File: config.mk
export PLATFORM = sky130hd
export DESIGN_NAME = spd_driver
export DESIGN_NICKNAME = d
export VERILOG_FILES = /design/src/rtl/spd_pkg.sv /design/src/rtl/spd_shift_chain.sv /design/src/rtl/spd_hold_bank.sv /design/src/rtl/spd_out_gate.sv /design/src/rtl/spd_driver.sv
export SDC_FILE = /design/constraint.sdc
export NUM_CORES = 1
export LEC_CHECK = 0
export ABC_AREA = 1
export BUFFER_PORTS_ARGS = -buffer_cell sky130_fd_sc_hd__clkbuf_2
export CAP_MARGIN = 20
export CORE_MARGIN = 4
export CORE_UTILIZATION = 45
export CTS_CLUSTER_DIAMETER = 100
export DETAILED_ROUTE_END_ITERATION = 8
export PLACE_DENSITY = 0.64
export RECOVER_POWER = 25
export SLEW_MARGIN = 20
export SYNTH_ARGS = -nofsm -noshare
export SYNTH_HDL_FRONTEND = slang
export SYNTH_SLANG_ARGS = --single-unit
File: constraint.sdc
create_clock -name clk -period 0.8 [get_ports clk]
set_input_delay 0 -clock clk [delete_from_list [all_inputs] [get_ports clk]]
set_output_delay 0 -clock clk [all_outputs]
set_load 0.05 [all_outputs]
File: src/rtl/spd_pkg.sv
package spd_pkg;
  localparam int unsigned SPD_CHANNELS_DEF = 32;

  typedef enum logic {
    SPD_BLANK = 1'b0,
    SPD_SHOW  = 1'b1
  } spd_show_e;
endpackage

File: src/rtl/spd_shift_chain.sv
module spd_shift_chain #(
  parameter int unsigned N = spd_pkg::SPD_CHANNELS_DEF
) (
  input  logic         clk,
  input  logic         rst_n,
  input  logic         ser_in,
  output logic [N-1:0] stage_q,
  output logic [N-1:0] stage_nxt,
  output logic         tail_o
);
  localparam int unsigned LAST = N - 1;

  always_comb stage_nxt = {stage_q[LAST-1:0], ser_in};

  always_ff @(posedge clk) begin
    if (!rst_n) stage_q <= '0;
    else        stage_q <= stage_nxt;
  end

  assign tail_o = stage_q[LAST];

  assert_advance_R1: assert property (@(posedge clk) disable iff (!rst_n)
    1'b1 |=> (stage_q[0] == $past(ser_in)) &&
             (stage_q[LAST:1] == $past(stage_q[LAST-1:0])));

  assert_clear_chain_R8: assert property (@(posedge clk)
    !rst_n |=> stage_q == '0);
endmodule

File: src/rtl/spd_hold_bank.sv
module spd_hold_bank #(
  parameter int unsigned N = spd_pkg::SPD_CHANNELS_DEF
) (
  input  logic         clk,
  input  logic         rst_n,
  input  logic         cap_en,
  input  logic [N-1:0] fresh,
  input  logic [N-1:0] live,
  output logic [N-1:0] view_o
);
  logic [N-1:0] held_q;

  // Holding the post-edge word keeps the view seamless when cap_en falls mid-cycle.
  always_ff @(posedge clk) begin
    if (!rst_n)      held_q <= '0;
    else if (cap_en) held_q <= fresh;
  end

  always_comb view_o = cap_en ? live : held_q;

  assert_hold_R6: assert property (@(posedge clk) disable iff (!rst_n)
    !cap_en |=> $stable(held_q));

  assert_follow_R5: assert property (@(posedge clk) disable iff (!rst_n)
    cap_en |=> held_q == live);

  assert_clear_bank_R8: assert property (@(posedge clk)
    !rst_n |=> held_q == '0);
endmodule

File: src/rtl/spd_out_gate.sv
module spd_out_gate #(
  parameter int unsigned N = spd_pkg::SPD_CHANNELS_DEF
) (
  input  logic         show_en,
  input  logic [N-1:0] view,
  output logic [N-1:0] chan_o
);
  import spd_pkg::*;
  spd_show_e mode;

  always_comb mode = spd_show_e'(show_en);

  for (genvar g = 0; g < N; g++) begin : g_chan
    always_comb chan_o[g] = (mode == SPD_SHOW) & view[g];
  end
endmodule

File: src/rtl/spd_driver.sv
module spd_driver #(
  parameter int unsigned CHANNELS = spd_pkg::SPD_CHANNELS_DEF
) (
  input  logic                clk,
  input  logic                rst_n,
  input  logic                ser_in,
  input  logic                cap_en,
  input  logic                show_en,
  output logic [CHANNELS-1:0] chan_o,
  output logic                ser_out
);
  logic [CHANNELS-1:0] stage_q;
  logic [CHANNELS-1:0] stage_nxt;
  logic [CHANNELS-1:0] view;

  spd_shift_chain #(.N(CHANNELS)) u_chain (
    .clk(clk), .rst_n(rst_n), .ser_in(ser_in),
    .stage_q(stage_q), .stage_nxt(stage_nxt), .tail_o(ser_out)
  );

  spd_hold_bank #(.N(CHANNELS)) u_bank (
    .clk(clk), .rst_n(rst_n), .cap_en(cap_en),
    .fresh(stage_nxt), .live(stage_q), .view_o(view)
  );

  spd_out_gate #(.N(CHANNELS)) u_gate (
    .show_en(show_en), .view(view), .chan_o(chan_o)
  );

  assert_tail_match_R3: assert property (@(posedge clk) disable iff (!rst_n)
    (cap_en && show_en) |-> chan_o[CHANNELS-1] == ser_out);

  assert_blank_R7: assert property (@(posedge clk) disable iff (!rst_n)
    (!show_en && $stable(stage_q)) |-> $countones(chan_o) == 0);
endmodule

==> impl_metrics.py <==
metrics = {
    "yosys": {
        "synthesis.nets": 282,
        "netlist_instances": 277,
        "ys_ff_latch": 64,
        "ys_warn_count": 0,
        "ys_types": 11,
        "synth_area_sq_um": 2261,
        "ys_seq_area_frac": 0.5667,
        "syn_avg_cell_area_sq_um": 8.162,
    },
    "routing": {
        "wl_per_cell_um": 14.06,
        "drtPass1Iterations": 4,
        "route.detailed.drc": 0,
        "ant_nets": 0,
        "vias": 2090,
        "drt_iter0_drc": 110,
        "vias_per_cell": 4.772,
        "routed_wl_um": 6158,
    },
    "global_routing": {
        "grt-ovfl-total": 0,
        "grt_max_degree": 34,
        "first_global_vias": 2091,
        "grt_pass1_wl_um": 9632,
        "track_usage": 0.2028,
        "antenna_found_initial": 0,
    },
    "setup_path": {
        "worstSetupPathType": "reg -> out",
        "cp-end-kind": "primary output",
        "r2r-start": "u_bank.held_q[2]$_SDFFE_PN0P_",
        "crit_start": "u_bank.held_q[8]$_SDFFE_PN0P_",
        "cp.arrival_ns": 1.14,
        "crit_fanout": 2,
        "startpoint_type": "flip-flop",
        "required_ns": 0.80,
    },
    "floorplanning": {
        "die_h_um": 78.88,
        "die_area_sq_um": 6222,
        "die_x_um": 78.88,
        "ios": 38,
        "initial_core_util": 0.4724,
        "rows": 25,
        "core_sq_um": 4786,
    },
    "run_status": {
        "violations": "setup timing",
        "outcome": "finished, violations left",
    },
    "power": {
        "clockPowerShare": 0.404,
        "sequentialPowerShare": 0.529,
        "cell_internal_pwr_mw": 4.639,
        "p_sw_mw": 1.424,
        "peakVddDrop_v": 0.001719,
        "static-leakage-power_nw": 1.754,
        "p_sw_frac": 0.2348,
        "p_per_area_nw_per_um2": 1519,
        "power_frac_comb": 0.067,
    },
    "sta": {
        "min_period_ns": 1.142,
        "slew_viol_final": 0,
        "fmax_mhz": 875.9,
        "worstMarginPinSlew_ns": 0.3086,
        "fin_ws_ns": -0.3417,
        "finalCritPeriodShare": 1.427,
        "rsz0062_at_grt": "true",
        "max_slew_margin": 0.7943,
        "finalClockSkew_ns": 0.005714,
        "setup_viol": 37,
        "finalHoldViolations": 0,
    },
    "cells_and_area": {
        "drive_gt1_frac": 0.6792,
        "fin_cells": 438,
        "layout_common_cells": "nand2_2 (53), dfxtp_2 (43), buf_4 (40)",
        "syn_to_final_growth_pct": 76.54,
        "final_common_cell": "nand2_2",
        "utilization": 0.8340,
        "layout.nets": 371,
        "fill_cells": 269,
        "num_antenna_cells": 0,
    },
    "clock_tree": {
        "cts_buffers": 9,
        "h-tree-depth": 3,
        "path_clk_slew_ns": 0.06,
        "cts-root-buf": "clkbuf_8",
        "cts_tree": "yes",
        "cts_sinks": 64,
        "ctsLongestPathBuffers": 2,
        "clk_latency_ns": 0.34,
    },
    "placement": {
        "preCtsSetupSlack_ns": -0.1373,
        "io_buffers": 37,
        "place_congestion": 0.7083,
        "place_inst": 410,
        "dpl.hpwl_um": 3159,
    },
    "worst_hold_path": {
        "min_from": "rst_n",
        "hp-class": "in -> reg",
    },
    "flow_run": {
        "maxCapViolCount": 0,
    },
}
-- layer usage --
layer | global-route usage | up-vias | share of wire
li1 | - | 1034 | -
met1 | 0.2250 | 1011 | 0.41
met2 | 0.3447 | 35 | 0.54
met3 | 0.07029 | 10 | 0.039
met4 | 0.1014 | 0 | 0.019
met5 | 0 | - | 0
-- area by class of cell --
| type | count | area, sq um | share of cell area |
|---|---|---|---|
| repair buffers | 95 | 1126 | 0.2821 |
| multi-input cells | 161 | 1136 | 0.2846 |
| flip-flops and latches | 64 | 1339 | 0.3354 |
| clock buffers | 16 | 170.2 | 0.04263 |
| inverters | 35 | 136.4 | 0.03417 |
| well taps | 67 | 83.83 | 0.02100 |
-- cell families (layout without fill, tap and decap cells) --
| group | Yosys count | in the layout | synth area share |
|---|---|---|---|
| flip-flops | 64 | 64 | 0.5667 |
| AO/OA/AOI/OAI | 64 | 64 | 0.1417 |
| buffers and inverters | 52 | 146 | 0.1195 |
| AND/OR/NAND/NOR | 97 | 97 | 0.1721 |
-- Yosys cell counts --
cell type	number	area, sq um
dfxtp_1	64	1281
a21oi_1	64	320.3
nand2_1	87	326.6
inv_2	1	3.750
buf_2	7	35.03
clkbuf_1	3	11.26
inv_1	33	123.9
buf_6	6	67.56
inv_6	1	8.760
nand2_2	10	62.56
buf_12	1	20.02
-- sequential cells by signal (all words and copies together), names as in the netlist --
name	cells
u_bank.held_q	32
u_chain.stage_q	32
-- power groups by stage --
| stage | Combinational, mW | Clock, mW | Sequential (mW) |
|---|---|---|---|
| 2_1_floorplan | 0.218 | 0 | 3.27 |
| 3_3_place_gp | 0.314 | 0 | 3.28 |
| 3_5_place_dp | 0.315 | 0 | 3.28 |
| 4_1_cts | 0.365 | 2.49 | 3.21 |
| 5_1_grt | 0.429 | 2.65 | 3.21 |
| 6_report | 0.406 | 2.45 | 3.21 |
-- through the flow --
stage	instance area [sq um]	total power, mW	setup TNS (ns)	hold WS [ns]
floorplan	2392	3.492	-2.322	0.09345
global placement	3131	3.590	-2.322	0.2062
detailed placement	3131	3.592	-2.829	0.2123
CTS	3772	6.063	-9.230	0.08051
global route	3991	6.285	-10.86	0.1206
finish	3991	6.063	-9.041	0.1119
-- critical path, stage by stage (launching register included) --
cell	delay [ns]
dfxtp_1	0.35
nand2_2	0.10
a21oi_2	0.18
buf_8	0.17
-- final timing paths --
path                                         end  cells past startpoint  slack [ns]
setup / recovery                       chan_o[8]                      3       -0.34
hold / removal    u_chain.stage_q[18]$_SDFF_PN0_                      4        0.11
setup reg to reg   u_bank.held_q[2]$_SDFFE_PN0P_                      4       -0.02
hold reg to reg   u_chain.stage_q[31]$_SDFF_PN0_                      2        0.43
-- timing repair --
item,in CTS,in global routing
buffers inserted,9,5
hold buffers,1,0
resized for setup,131,67
setup endpoints to repair,33,40
hold endpoints to repair,2,0
pin swaps,40,17
No activity file was read; power rests on OpenSTA's default activity.
